--- config.mk ---
export PLATFORM = sky130hd
export DESIGN_NAME = mesi_snoop_cache
export DESIGN_NICKNAME = d
export VERILOG_FILES = /design/src/rtl/mesi_pkg.sv /design/src/rtl/mesi_line_array.sv /design/src/rtl/mesi_snoop_resp.sv /design/src/rtl/mesi_cpu_fsm.sv /design/src/rtl/mesi_snoop_cache.sv
export SDC_FILE = /design/constraint.sdc
export NUM_CORES = 1
export LEC_CHECK = 0
export BUFFER_PORTS_ARGS = -buffer_cell sky130_fd_sc_hd__buf_4
export CAP_MARGIN = 15
export CORE_ASPECT_RATIO = 1.1
export CORE_UTILIZATION = 40
export DETAILED_ROUTE_END_ITERATION = 8
export GPL_TIMING_DRIVEN = 1
export PLACE_DENSITY_LB_ADDON = 0.25
export RECOVER_POWER = 50
export REMOVE_ABC_BUFFERS = 1
export SETUP_SLACK_MARGIN = 0.4
export SLEW_MARGIN = 20
export SYNTH_ARGS = -nofsm -noshare
export SYNTH_HDL_FRONTEND = slang
export SYNTH_SLANG_ARGS = --single-unit
--- constraint.sdc ---
create_clock -name clk -period 3.44 [get_ports clk]
set_clock_uncertainty 0.15 [all_clocks]
set_input_delay 0.516 -clock clk [delete_from_list [all_inputs] [get_ports clk]]
set_output_delay 0.516 -clock clk [all_outputs]
set_load 0.01 [all_outputs]
--- src/rtl/mesi_pkg.sv ---
`timescale 1ns/1ps
// Shared encodings for the snooping cache controller.
// Line states, bus commands issued by this cache, and snooped command kinds.
package mesi_pkg;
    typedef enum logic [1:0] {
        ST_I = 2'd0,
        ST_S = 2'd1,
        ST_E = 2'd2,
        ST_M = 2'd3
    } line_st_e;

    typedef enum logic [1:0] {
        BC_NONE  = 2'd0,
        BC_READ  = 2'd1,
        BC_READX = 2'd2,
        BC_WBACK = 2'd3
    } bus_cmd_e;

    localparam logic SN_READ  = 1'b0;
    localparam logic SN_READX = 1'b1;
endpackage

--- src/rtl/mesi_line_array.sv ---
`timescale 1ns/1ps
// Direct-mapped line store: state, tag and one data word per line.
// Two read ports (processor side, snoop side), one full write port from the
// processor side and one state-only write port from the snoop side.
// Assumes both write ports never target the same line in one cycle; port A wins if they do.
module mesi_line_array
    import mesi_pkg::*;
#(
    parameter int IDX_W  = 3,
    parameter int TAG_W  = 5,
    parameter int DATA_W = 16
) (
    input  logic              clk,
    input  logic              rst_n,
    input  logic [IDX_W-1:0]  ra_idx,
    output logic [1:0]        ra_st,
    output logic [TAG_W-1:0]  ra_tag,
    output logic [DATA_W-1:0] ra_data,
    input  logic [IDX_W-1:0]  rb_idx,
    output logic [1:0]        rb_st,
    output logic [TAG_W-1:0]  rb_tag,
    output logic [DATA_W-1:0] rb_data,
    input  logic              wa_en,
    input  logic [IDX_W-1:0]  wa_idx,
    input  logic [1:0]        wa_st,
    input  logic [TAG_W-1:0]  wa_tag,
    input  logic [DATA_W-1:0] wa_data,
    input  logic              wb_en,
    input  logic [IDX_W-1:0]  wb_idx,
    input  logic [1:0]        wb_st
);
    localparam int LINES = 1 << IDX_W;

    logic [LINES-1:0][1:0]        st_all;
    logic [LINES-1:0][TAG_W-1:0]  tag_all;
    logic [LINES-1:0][DATA_W-1:0] data_all;

    for (genvar g = 0; g < LINES; g++) begin : g_line
        logic [1:0]        st_q;
        logic [TAG_W-1:0]  tag_q;
        logic [DATA_W-1:0] data_q;
        logic              hit_a;
        logic              hit_b;

        assign hit_a = wa_en && (wa_idx == IDX_W'(g));
        assign hit_b = wb_en && (wb_idx == IDX_W'(g));

        // Line state: reset to Invalid, processor port first, then snoop port.
        always_ff @(posedge clk) begin
            if (!rst_n) begin
                st_q <= ST_I;
            end else if (hit_a) begin
                st_q <= wa_st;
            end else if (hit_b) begin
                st_q <= wb_st;
            end
        end

        // Tag and data: only the processor port writes them.
        always_ff @(posedge clk) begin
            if (hit_a) begin
                tag_q  <= wa_tag;
                data_q <= wa_data;
            end
        end

        assign st_all[g]   = st_q;
        assign tag_all[g]  = tag_q;
        assign data_all[g] = data_q;
    end

    // Read ports are plain muxes over the line vectors.
    assign ra_st   = st_all[ra_idx];
    assign ra_tag  = tag_all[ra_idx];
    assign ra_data = data_all[ra_idx];
    assign rb_st   = st_all[rb_idx];
    assign rb_tag  = tag_all[rb_idx];
    assign rb_data = data_all[rb_idx];
endmodule

--- src/rtl/mesi_snoop_resp.sv ---
`timescale 1ns/1ps
// Combinational responder for transactions of other masters.
// Looks at the addressed line and yields the wired-OR shared contribution,
// the data-supply decision and the state update applied at the next edge.
// Assumes snoops arrive only while this cache does not own the bus.
module mesi_snoop_resp
    import mesi_pkg::*;
#(
    parameter int TAG_W  = 5,
    parameter int DATA_W = 16
) (
    input  logic              snp_valid,
    input  logic              snp_cmd,
    input  logic [TAG_W-1:0]  snp_tag,
    input  logic [1:0]        ln_st,
    input  logic [TAG_W-1:0]  ln_tag,
    input  logic [DATA_W-1:0] ln_data,
    output logic              hit,
    output logic              shared_o,
    output logic              supply_o,
    output logic              dirty_o,
    output logic [DATA_W-1:0] data_o,
    output logic              upd_en,
    output logic [1:0]        upd_st
);
    assign hit = snp_valid && (ln_st != ST_I) && (ln_tag == snp_tag);

    // Decide response and next state from the snooped kind and the line state.
    always_comb begin
        shared_o = 1'b0;
        supply_o = 1'b0;
        dirty_o  = 1'b0;
        upd_en   = 1'b0;
        upd_st   = ST_I;
        if (hit) begin
            if (snp_cmd == SN_READ) begin
                shared_o = 1'b1;
                unique case (ln_st)
                    ST_M: begin supply_o = 1'b1; dirty_o = 1'b1; upd_en = 1'b1; upd_st = ST_S; end
                    ST_E: begin supply_o = 1'b1; upd_en = 1'b1; upd_st = ST_S; end
                    default: ;
                endcase
            end else begin
                upd_en = 1'b1;
                upd_st = ST_I;
                if (ln_st == ST_M) begin
                    supply_o = 1'b1;
                    dirty_o  = 1'b1;
                end
            end
        end
    end

    assign data_o = supply_o ? ln_data : '0;
endmodule

--- src/rtl/mesi_cpu_fsm.sv ---
`timescale 1ns/1ps
// Processor-side sequencer: latches one request, serves hits locally,
// otherwise requests the bus for a write-back of a dirty victim and then
// a read or read-exclusive, and writes the result into the line store.
// Assumes a granted transaction completes at the grant edge.
module mesi_cpu_fsm
    import mesi_pkg::*;
#(
    parameter int ADDR_W = 8,
    parameter int IDX_W  = 3,
    parameter int DATA_W = 16
) (
    input  logic                    clk,
    input  logic                    rst_n,
    input  logic                    cpu_req,
    input  logic                    cpu_we,
    input  logic [ADDR_W-1:0]       cpu_addr,
    input  logic [DATA_W-1:0]       cpu_wdata,
    output logic                    cpu_ready,
    output logic                    cpu_done,
    output logic [DATA_W-1:0]       cpu_rdata,
    input  logic                    snp_valid,
    input  logic                    bus_gnt,
    input  logic                    bus_shared_i,
    input  logic [DATA_W-1:0]       bus_rdata,
    output logic                    bus_req,
    output logic [1:0]              bus_cmd,
    output logic [ADDR_W-1:0]       bus_addr,
    output logic [DATA_W-1:0]       bus_wdata,
    output logic [IDX_W-1:0]        req_idx,
    input  logic [1:0]              ln_st,
    input  logic [ADDR_W-IDX_W-1:0] ln_tag,
    input  logic [DATA_W-1:0]       ln_data,
    output logic                    wa_en,
    output logic [1:0]              wa_st,
    output logic [ADDR_W-IDX_W-1:0] wa_tag,
    output logic [DATA_W-1:0]       wa_data
);
    localparam int TAG_W = ADDR_W - IDX_W;

    logic              busy_q;
    logic              we_q;
    logic [ADDR_W-1:0] addr_q;
    logic [DATA_W-1:0] wdata_q;
    logic              done_q;
    logic [DATA_W-1:0] rdata_q;

    logic [TAG_W-1:0]  req_tag;
    logic              line_hit;
    logic              victim_dirty;
    logic              local_cand;
    logic              local_done;
    logic              txn;
    logic              finish;
    logic [DATA_W-1:0] result;

    assign req_tag = addr_q[ADDR_W-1:IDX_W];
    assign req_idx = addr_q[IDX_W-1:0];

    // Classify the latched request against the addressed line.
    always_comb begin
        line_hit     = (ln_st != ST_I) && (ln_tag == req_tag);
        victim_dirty = (ln_st == ST_M) && (ln_tag != req_tag);
        local_cand   = line_hit && (!we_q || ln_st == ST_M || ln_st == ST_E);
        local_done   = busy_q && local_cand && !snp_valid;
    end

    // Bus master side: request and command for the current step.
    always_comb begin
        bus_req   = busy_q && !local_cand;
        bus_cmd   = BC_NONE;
        bus_addr  = addr_q;
        bus_wdata = '0;
        if (bus_req) begin
            if (victim_dirty) begin
                bus_cmd   = BC_WBACK;
                bus_addr  = {ln_tag, req_idx};
                bus_wdata = ln_data;
            end else begin
                bus_cmd = we_q ? BC_READX : BC_READ;
            end
        end
    end

    assign txn    = bus_req && bus_gnt;
    assign finish = local_done || (txn && !victim_dirty);

    // Line-store update for a local write hit or a completed transaction.
    always_comb begin
        wa_en   = 1'b0;
        wa_st   = ST_I;
        wa_tag  = req_tag;
        wa_data = wdata_q;
        result  = ln_data;
        if (local_done) begin
            wa_en  = we_q;
            wa_st  = ST_M;
            result = we_q ? wdata_q : ln_data;
        end else if (txn) begin
            wa_en = 1'b1;
            if (victim_dirty) begin
                wa_st   = ST_I;
                wa_tag  = ln_tag;
                wa_data = ln_data;
            end else if (we_q) begin
                wa_st  = ST_M;
                result = wdata_q;
            end else begin
                wa_st   = bus_shared_i ? ST_S : ST_E;
                wa_data = bus_rdata;
                result  = bus_rdata;
            end
        end
    end

    // Request latch and completion pulse.
    always_ff @(posedge clk) begin
        if (!rst_n) begin
            busy_q  <= 1'b0;
            we_q    <= 1'b0;
            addr_q  <= '0;
            wdata_q <= '0;
            done_q  <= 1'b0;
            rdata_q <= '0;
        end else begin
            done_q <= finish;
            if (finish) begin
                rdata_q <= result;
            end
            if (!busy_q && cpu_req) begin
                busy_q  <= 1'b1;
                we_q    <= cpu_we;
                addr_q  <= cpu_addr;
                wdata_q <= cpu_wdata;
            end else if (finish) begin
                busy_q <= 1'b0;
            end
        end
    end

    assign cpu_ready = !busy_q;
    assign cpu_done  = done_q;
    assign cpu_rdata = rdata_q;

    AST_REQ_HELD: assert property (@(posedge clk) disable iff (!rst_n)
        (bus_req && !bus_gnt) |=> bus_req);
    AST_NO_DONE_UNGRANTED: assert property (@(posedge clk) disable iff (!rst_n)
        (bus_req && !bus_gnt) |=> !cpu_done);
    AST_FILL_STATE: assert property (@(posedge clk) disable iff (!rst_n)
        (txn && bus_cmd == BC_READ) |=> (ln_st == ($past(bus_shared_i) ? ST_S : ST_E)));
    AST_READX_MODIFIED: assert property (@(posedge clk) disable iff (!rst_n)
        (txn && bus_cmd == BC_READX) |=> (ln_st == ST_M));
    AST_WBACK_BEFORE_DONE: assert property (@(posedge clk) disable iff (!rst_n)
        (txn && bus_cmd == BC_WBACK) |=> (!cpu_done && bus_cmd != BC_WBACK));
    AST_SILENT_UPGRADE: assert property (@(posedge clk) disable iff (!rst_n)
        (local_done && we_q) |=> (ln_st == ST_M && ln_data == $past(wdata_q)));
endmodule

--- src/rtl/mesi_snoop_cache.sv ---
`timescale 1ns/1ps
// Four-state snooping controller for a direct-mapped, single-word-line
// write-back cache. Joins the line store, the processor sequencer and the
// snoop responder. Assumes other masters' transactions (snp_valid) appear
// only while this cache does not hold bus_gnt.
module mesi_snoop_cache
    import mesi_pkg::*;
#(
    parameter int ADDR_W = 8,
    parameter int IDX_W  = 3,
    parameter int DATA_W = 16
) (
    input  logic              clk,
    input  logic              rst_n,
    input  logic              cpu_req,
    input  logic              cpu_we,
    input  logic [ADDR_W-1:0] cpu_addr,
    input  logic [DATA_W-1:0] cpu_wdata,
    output logic              cpu_ready,
    output logic              cpu_done,
    output logic [DATA_W-1:0] cpu_rdata,
    output logic              bus_req,
    input  logic              bus_gnt,
    output logic [1:0]        bus_cmd,
    output logic [ADDR_W-1:0] bus_addr,
    output logic [DATA_W-1:0] bus_wdata,
    input  logic [DATA_W-1:0] bus_rdata,
    input  logic              bus_shared_i,
    input  logic              snp_valid,
    input  logic              snp_cmd,
    input  logic [ADDR_W-1:0] snp_addr,
    output logic              snp_shared,
    output logic              snp_supply,
    output logic              snp_dirty,
    output logic [DATA_W-1:0] snp_data
);
    localparam int TAG_W = ADDR_W - IDX_W;

    logic [IDX_W-1:0]  req_idx;
    logic [1:0]        ra_st, rb_st;
    logic [TAG_W-1:0]  ra_tag, rb_tag;
    logic [DATA_W-1:0] ra_data, rb_data;
    logic              wa_en;
    logic [1:0]        wa_st;
    logic [TAG_W-1:0]  wa_tag;
    logic [DATA_W-1:0] wa_data;
    logic              sn_hit;
    logic              sn_upd_en;
    logic [1:0]        sn_upd_st;
    logic [IDX_W-1:0]  snp_idx;
    logic [TAG_W-1:0]  snp_tag;

    assign snp_idx = snp_addr[IDX_W-1:0];
    assign snp_tag = snp_addr[ADDR_W-1:IDX_W];

    mesi_line_array #(.IDX_W(IDX_W), .TAG_W(TAG_W), .DATA_W(DATA_W)) u_array (
        .clk     (clk),
        .rst_n   (rst_n),
        .ra_idx  (req_idx),
        .ra_st   (ra_st),
        .ra_tag  (ra_tag),
        .ra_data (ra_data),
        .rb_idx  (snp_idx),
        .rb_st   (rb_st),
        .rb_tag  (rb_tag),
        .rb_data (rb_data),
        .wa_en   (wa_en),
        .wa_idx  (req_idx),
        .wa_st   (wa_st),
        .wa_tag  (wa_tag),
        .wa_data (wa_data),
        .wb_en   (sn_upd_en),
        .wb_idx  (snp_idx),
        .wb_st   (sn_upd_st)
    );

    mesi_cpu_fsm #(.ADDR_W(ADDR_W), .IDX_W(IDX_W), .DATA_W(DATA_W)) u_fsm (
        .clk          (clk),
        .rst_n        (rst_n),
        .cpu_req      (cpu_req),
        .cpu_we       (cpu_we),
        .cpu_addr     (cpu_addr),
        .cpu_wdata    (cpu_wdata),
        .cpu_ready    (cpu_ready),
        .cpu_done     (cpu_done),
        .cpu_rdata    (cpu_rdata),
        .snp_valid    (snp_valid),
        .bus_gnt      (bus_gnt),
        .bus_shared_i (bus_shared_i),
        .bus_rdata    (bus_rdata),
        .bus_req      (bus_req),
        .bus_cmd      (bus_cmd),
        .bus_addr     (bus_addr),
        .bus_wdata    (bus_wdata),
        .req_idx      (req_idx),
        .ln_st        (ra_st),
        .ln_tag       (ra_tag),
        .ln_data      (ra_data),
        .wa_en        (wa_en),
        .wa_st        (wa_st),
        .wa_tag       (wa_tag),
        .wa_data      (wa_data)
    );

    mesi_snoop_resp #(.TAG_W(TAG_W), .DATA_W(DATA_W)) u_snoop (
        .snp_valid (snp_valid),
        .snp_cmd   (snp_cmd),
        .snp_tag   (snp_tag),
        .ln_st     (rb_st),
        .ln_tag    (rb_tag),
        .ln_data   (rb_data),
        .hit       (sn_hit),
        .shared_o  (snp_shared),
        .supply_o  (snp_supply),
        .dirty_o   (snp_dirty),
        .data_o    (snp_data),
        .upd_en    (sn_upd_en),
        .upd_st    (sn_upd_st)
    );

    AST_SNP_READX_CLEARS: assert property (@(posedge clk) disable iff (!rst_n)
        (sn_hit && snp_cmd == SN_READX) |=> (snp_idx != $past(snp_idx) || rb_st == ST_I));
    AST_SNP_SHARED_KEPT: assert property (@(posedge clk) disable iff (!rst_n)
        (sn_hit && snp_cmd == SN_READ && rb_st == ST_S) |=> (snp_idx != $past(snp_idx) || rb_st == ST_S));
    AST_SNP_READ_DOWNGRADE: assert property (@(posedge clk) disable iff (!rst_n)
        (sn_hit && snp_cmd == SN_READ) |=> (snp_idx != $past(snp_idx) || rb_st == ST_S));
    AST_SNP_NOT_WHILE_OWNED: assert property (@(posedge clk) disable iff (!rst_n)
        snp_valid |-> !(bus_req && bus_gnt));
endmodule

==> metrics.txt, run 1 <==
vias in the first global route=9089; Worst R2R End=u_array.g_line[5].tag_q[2]; clock latency at the later pin of the worst-skew pair=540 ps; H-tree levels=1; worst hold path type=in2reg; CP endpoint kind=output pin; RSZ-0062 raised after global routing=yes; area of the mapped netlist=11600 um^2; Die ar.=29700 um^2; GR Overflow Total=0; GRT Total Usage=0.258; NumNets Final=1203; CTS Hold Bufs=0; Slowest cell on crit path=or3_1; largest net degree at the start of global routing=32; final instance area=16000 um^2; Pleak=0.00574 uW; EDFF count, synth=168; wire length per cell=25.5 um; Power Dens Cells=416 nW/um^2; # port buffers=119; Slew @ Worst Pin=939 ps; sequential cell area fraction in the yosys report=0.537; 1st-iter DRT viols=972; synthesized area per cell=13.0 um^2; Achievable Freq=259 MHz; Mapped Cells=895; DP Area=13700 um^2; share of cells above drive strength 1=0.449; DR pass1 iterations=5; P&R area growth vs syn=38.1%; final hold viol count=0; Antenna diodes=0; Synth Flop Type=edfxtp_1; initial antenna violation count=0; minimum clock period=3860 ps; synthesized flop and latch total=227; crit path to=bus_addr[7]; final wirelength=39.1 mm; CTS tree=done; ANT nets after route=0; Core Area=28600 um^2; Chip Height=181 um; synth unique cells=64; CP startpoint kind=flip-flop; YS warnings=0; worst r2r path cells=14; Starting Density=0.405; Root Driver=clkbuf_16; critical path class=reg2out; launch point of the worst reg-to-reg path=u_fsm.addr_q[1]; max incr delay on CP=450 ps; die extent in x=164 um; Remaining DRCs=0; fin crit share=1.12; final number of max-transition violations=0; WHS=78.8 ps; worst vdd ir=307 uV; GPL Wtd Cong=0.896; CTS Buf Count=25; crit-path max FO=12; critical path data arrival time=3200 ps; Cell Rows=65; fin worst setup slack=-424 ps; vias per inst=5.99; FILL cells=2326; Worst EP required=2770 ps; IO Pins=120; # setup viols final=239; Slew HR=0.373; crit-path most repeated cell=buf_4; dpl hpwl=24.7 mm; clk buf depth=3; CP startpoint=u_fsm.addr_q[1]; total number of vias=9184; r2r setup slk=-260 ps; CP Cell Sequence=buf_4, buf_12, buf_4, mux2i_1, a221oi_2, nor2_1, or3_1, buf_4, o21ai_0, nand2_1, o21ai_0, buf_4; Max Cap Viol=0; Synth async-reset ratio=0; Sink Count=227; outcome=finished, violations left; failing checks=setup timing; first-pass GRT wire length=56.2 mm; Hold Startpoint=cpu_wdata[6]; Reg clk slew, reported paths=60 ps
==> sequential cells by signal (all words and copies together), names as in the netlist <==
register,count
u_fsm.busy_q,1
u_array.g_line.st_q,16
u_array.g_line.data_q,128
u_array.g_line.tag_q,40
u_fsm.cpu_done,1
u_fsm.we_q,1
u_fsm.wdata_q,16
u_fsm.cpu_rdata,16
u_fsm.addr_q,8
==> layout by cell type, fill, tap and decap left out, drive strengths merged, types with 5 or more instances in the layout <==
master / count
mux2i: 40
or3: 7
a21oi: 46
nand3: 7
inv: 20
xnor2: 8
dfxtp: 59
nor3: 9
a31oi: 22
nand2: 163
clkbuf: 53
o211ai: 16
a2bb2oi: 16
o21ai: 34
o311ai: 5
nor2: 36
edfxtp: 168
o31ai: 5
buf: 271
mux2: 25
clkinv: 11
mux4: 86
==> synthesized netlist by cell type (all sizes together) (7+ instances only) <==
master,instances,share of area
mux4,86,0.17
nor3,9,0.0063
dfxtp,59,0.10
a21oi,46,0.020
nand2,163,0.053
mux2i,40,0.036
o211ai,16,0.010
o21ai,34,0.015
edfxtp,168,0.43
xnor2,8,0.0060
a31oi,22,0.012
a2bb2oi,16,0.012
mux2,25,0.024
clkbuf,40,0.013
inv,20,0.0065
nor2,36,0.012
nand3,7,0.0030
buf,30,0.017
or3,7,0.0046
==> worst max-delay path: cells and delay by family (launching register included) <==
kind | cells | cell delay, ps
muxes | 1 | 140
DFF | 1 | 380
AOI/OAI and AO/OA | 3 | 700
and+or+nand+nor | 3 | 640
buffers and inverters | 5 | 810
==> power breakdown <==
group / leakage (uW) / internal, uW / switching, uW
Clock: 0.000393 / 1530 / 1130
Sequential: 0.00203 / 3010 / 46.5
Combinational: 0.00331 / 443 / 511
Total: 0.00574 / 4980 / 1680
==> layer usage <==
| layer | global-route usage | part of all wire |
|---|---|---|
| met5 | 0 | 0 |
| met2 | 0.431 | 0.49 |
| met1 | 0.346 | 0.39 |
| met3 | 0.0341 | 0.088 |
| met4 | 0.0833 | 0.029 |
==> per-stage QoR <==
stage	util	power (uW)	setup WS, ps	cells	TNS (ps)
global route	0.560	6860	-529	1534	-62110
CTS	0.537	6610	-390	1512	-18690
global placement	0.480	3920	-163	1436	-7510
finish	0.560	6670	-424	1534	-39150
floorplan	-	3540	-2490	825	-673030
detailed placement	0.480	3930	-212	1436	-20040
==> kinds of logic after synthesis <==
family	after synthesis	share of synthesized area
and+or+nand+nor	248	0.0948
DFF	227	0.537
AOI/OAI and AO/OA	171	0.0981
muxes	151	0.228
buffers and inverters	90	0.0362
xor gates and xnor gates	8	0.00604
==> cell type report <==
class | count | area, um^2 | area share
Inverter | 20 | 98.8 | 0.00617
Clock inverter | 16 | 138 | 0.00859
Clock buffer | 30 | 664 | 0.0415
Tap cell | 368 | 460 | 0.0287
Multi-Input combinational cell | 578 | 5460 | 0.340
Sequential cell | 227 | 6240 | 0.389
Timing Repair Buffer | 295 | 2970 | 0.185
==> worst min-delay path by stage <==
stage / to / slack [ps] / depth (start not counted)
after floorplan: u_fsm.addr_q[3] / 300 / 2
after global placement: u_fsm.wdata_q[15] / 310 / 2
after detailed placement: u_fsm.wdata_q[15] / 320 / 2
after CTS: u_fsm.wdata_q[3] / 70 / 3
after global routing: u_fsm.addr_q[3] / 80 / 3
final: u_fsm.wdata_q[6] / 80 / 3
==> timing repair <==
item                       in CTS  in global routing
pin swaps                      13                 24
buffers inserted               24                 14
cloned                          6                  8
setup endpoints to repair     413                413
resized for setup             136                 92
Power figures use the tool's default switching activity.
==> inputs of run 2 (changes only) <==
--- a/config.mk
+++ b/config.mk
@@ -5,9 +5,10 @@
 export SDC_FILE = /design/constraint.sdc
 export NUM_CORES = 1
 export LEC_CHECK = 0
-export BUFFER_PORTS_ARGS = -buffer_cell sky130_fd_sc_hd__buf_4
+export BUFFER_PORTS_ARGS = -buffer_cell sky130_fd_sc_hd__buf_2
 export CAP_MARGIN = 15
 export CORE_ASPECT_RATIO = 1.1
+export CORE_MARGIN = 2
 export CORE_UTILIZATION = 40
 export DETAILED_ROUTE_END_ITERATION = 8
 export GPL_TIMING_DRIVEN = 1
==> run 2 against run 1 <==
The run still ends with setup timing left. Core utilization is 1.3 points lower. Total power fell by 0.44%. Clock power barely moved. Critical path depth decreased by 1. Global-route usage fell by 0.99 points. Cell area is 2.3% lower. Sequential power about the same. Highest routed layer unchanged. First-iteration DRC count is 17% lower. Non-clock buffer count down 4.
==> metrics.txt, run 2 (synthesis gave the netlist of run 1 again) <==
outcome=finished, violations left (unchanged); Die ar.=30400 um^2 (was 29700 um^2); RSZ-0062 raised after global routing=yes (unchanged); launch point of the worst reg-to-reg path=u_fsm.addr_q[1] (unchanged); DR pass1 iterations=7 (was 5); failing checks=setup timing (unchanged); CTS Buf Count=25 (unchanged); most common cell after layout, fill and taps aside=edfxtp_1 (was buf_4); CP startpoint kind=flip-flop (unchanged); total number of vias=9089 (was 9184); Worst R2R End=u_array.g_line[2].st_q[1] (was u_array.g_line[5].tag_q[2]); fin crit share=1.13 (was 1.12); clock latency at the later pin of the worst-skew pair=520 ps (was 540 ps); crit-path max FO=7 (was 12); wire length per cell=26.2 um (was 25.5 um); r2r setup slk=-300 ps (was -260 ps); ANT nets after route=0 (unchanged); Remaining DRCs=0 (unchanged); Hold Path Sink=u_fsm.wdata_q[4] (was u_fsm.wdata_q[6]); Core Area=28600 um^2 (unchanged); share of cells above drive strength 1=0.452 (was 0.449); 1st-iter DRT viols=807 (was 972); Largest register FFs=128 (unchanged); critical path class=reg2out (unchanged); met3 WL=2.95 mm (was 3.44 mm); # port buffers=119 (unchanged); Max Cap Viol=0 (unchanged); CTS Hold Bufs=0 (unchanged); initial antenna violation count=0 (unchanged); final wirelength=40.1 mm (was 39.1 mm); critical path data arrival time=3220 ps (was 3200 ps); Antenna diodes=0 (unchanged); IO Pins=120 (unchanged); met1 wire length=16.7 mm (was 15.2 mm); minimum clock period=3890 ps (was 3860 ps); Hold Startpoint=cpu_wdata[4] (was cpu_wdata[6]); commonest cells after routing, fill and taps aside=edfxtp_1, nand2_1, buf_4 (was buf_4, edfxtp_1, nand2_1); Slew HR=0.324 (was 0.373); final hold viol count=0 (unchanged); Reg clk slew, reported paths=60 ps (about the same); Largest regs=u_array.g_line.data_q: 128 flops, u_array.g_line.tag_q: 40 flops (unchanged); GRT Total Usage=0.248 (was 0.258); WHS=71.4 ps (was 78.8 ps); CP endpoint kind=output pin (unchanged); Achievable Freq=257 MHz (was 259 MHz); NumNets Final=1199 (was 1203); CTS tree=done (unchanged); Sink Count=227 (unchanged); worst hold path type=in2reg (unchanged); Power Dens Cells=424 nW/um^2 (was 416 nW/um^2); Chip Height=183 um (was 181 um); CP startpoint=u_fsm.addr_q[1] (unchanged); Starting Density=0.405 (unchanged); fin worst setup slack=-447 ps (was -424 ps); GR Overflow Total=0 (unchanged); Setup TNS=-37620 ps (was -39150 ps); Cell Rows=65 (unchanged); Worst EP required=2770 ps (about the same); Slew @ Worst Pin=1010 ps (was 939 ps); P&R area growth vs syn=35.0% (was 38.1%); final number of max-transition violations=0 (unchanged); Pleak=0.00563 uW (was 0.00574 uW); Placement Setup Slack=-268 ps (was -212 ps); worst vdd ir=322 uV (was 307 uV); GPL Wtd Cong=0.894 (was 0.896); dpl hpwl=25.1 mm (was 24.7 mm); most flop-heavy register=u_array.g_line.data_q (unchanged); worst r2r path cells=15 (was 14); DR WL met2=19.3 mm (about the same); clk buf depth=3 (unchanged); largest net degree at the start of global routing=31 (was 32); first-pass GRT wire length=56.7 mm (was 56.2 mm); vias per inst=5.94 (was 5.99); H-tree levels=1 (unchanged); Root Driver=clkbuf_16 (unchanged); die extent in x=166 um (was 164 um); uppermost layer routed=met4 (unchanged); # setup viols final=310 (was 239); hold path depth=3 (unchanged); vias in the first global route=9075 (was 9089)
run 2: cell count changes in the layout (fill, tap and decap cells not counted), moves of 9 or more:
cell | before | now
buf_2 | 0 | 81
nor2_1 | 26 | 16
buf_6 | 54 | 42
buf_4 | 176 | 109
o21ai_1 | 3 | 12
nor2_4 | 7 | 18
o21ai_0 | 30 | 14
run 2: layout make-up:
class                   count  area (um^2)
clock buffers              34          679
well taps                 368          460
fillers                  2402        13000
multi-input cells         578         5430
inverters                  20         95.1
flip-flops and latches    227         6240
clock inverters            12          129
repair buffers            291         2630
run 2: worst max-delay path by stage:
stage,end
after detailed placement,snp_data[4]
after floorplan,u_array.g_line[2].st_q[1]
after global routing,bus_addr[3]
final,bus_wdata[8]
after global placement,snp_data[5]
after CTS,bus_wdata[9]
run 2: where the power goes:
group	internal [uW]	total [uW]	switching, uW
clock	1540	2650	1100
combinational	412	933	521
sequential	3010	3050	44.0
run 2: per-layer routing:
metal  vias to the layer above  global-route usage
li1                       3969                   -
met1                      4654               0.339
met2                       396               0.415
met3                        70              0.0367
met4                         0              0.0707
met5                         -                   0
run 2: worst max-delay path, cell delays in order (launching register included):
cell	delay, ps
dfxtp_4	400
mux4_2	520
mux2i_2	210
buf_4	160
xnor2_2	100
nand4_1	150
buf_6	170
o41a_4	470
nand2_8	140
buf_12	170
nor2_1	50
buf_2	140
run 2: per-stage QoR:
stage          instance area (um^2)   util  power [uW]  std cells
3_5_place_dp                  13400  0.468        3910       1437
6_report                      15700  0.547        6640       1530
5_1_grt                       15700  0.547        6830       1530
2_1_floorplan                 11300      -        3540        825
3_3_place_gp                  13400  0.468        3900       1437
4_1_cts                       15100  0.527        6600       1511
run 2: timing repair:
action / CTS / global route
buffers inserted: 22 / 13
pin swaps: 39 / 13
setup endpoints to repair: 413 / 413
resized for setup: 141 / 95
cloned: 6 / 6
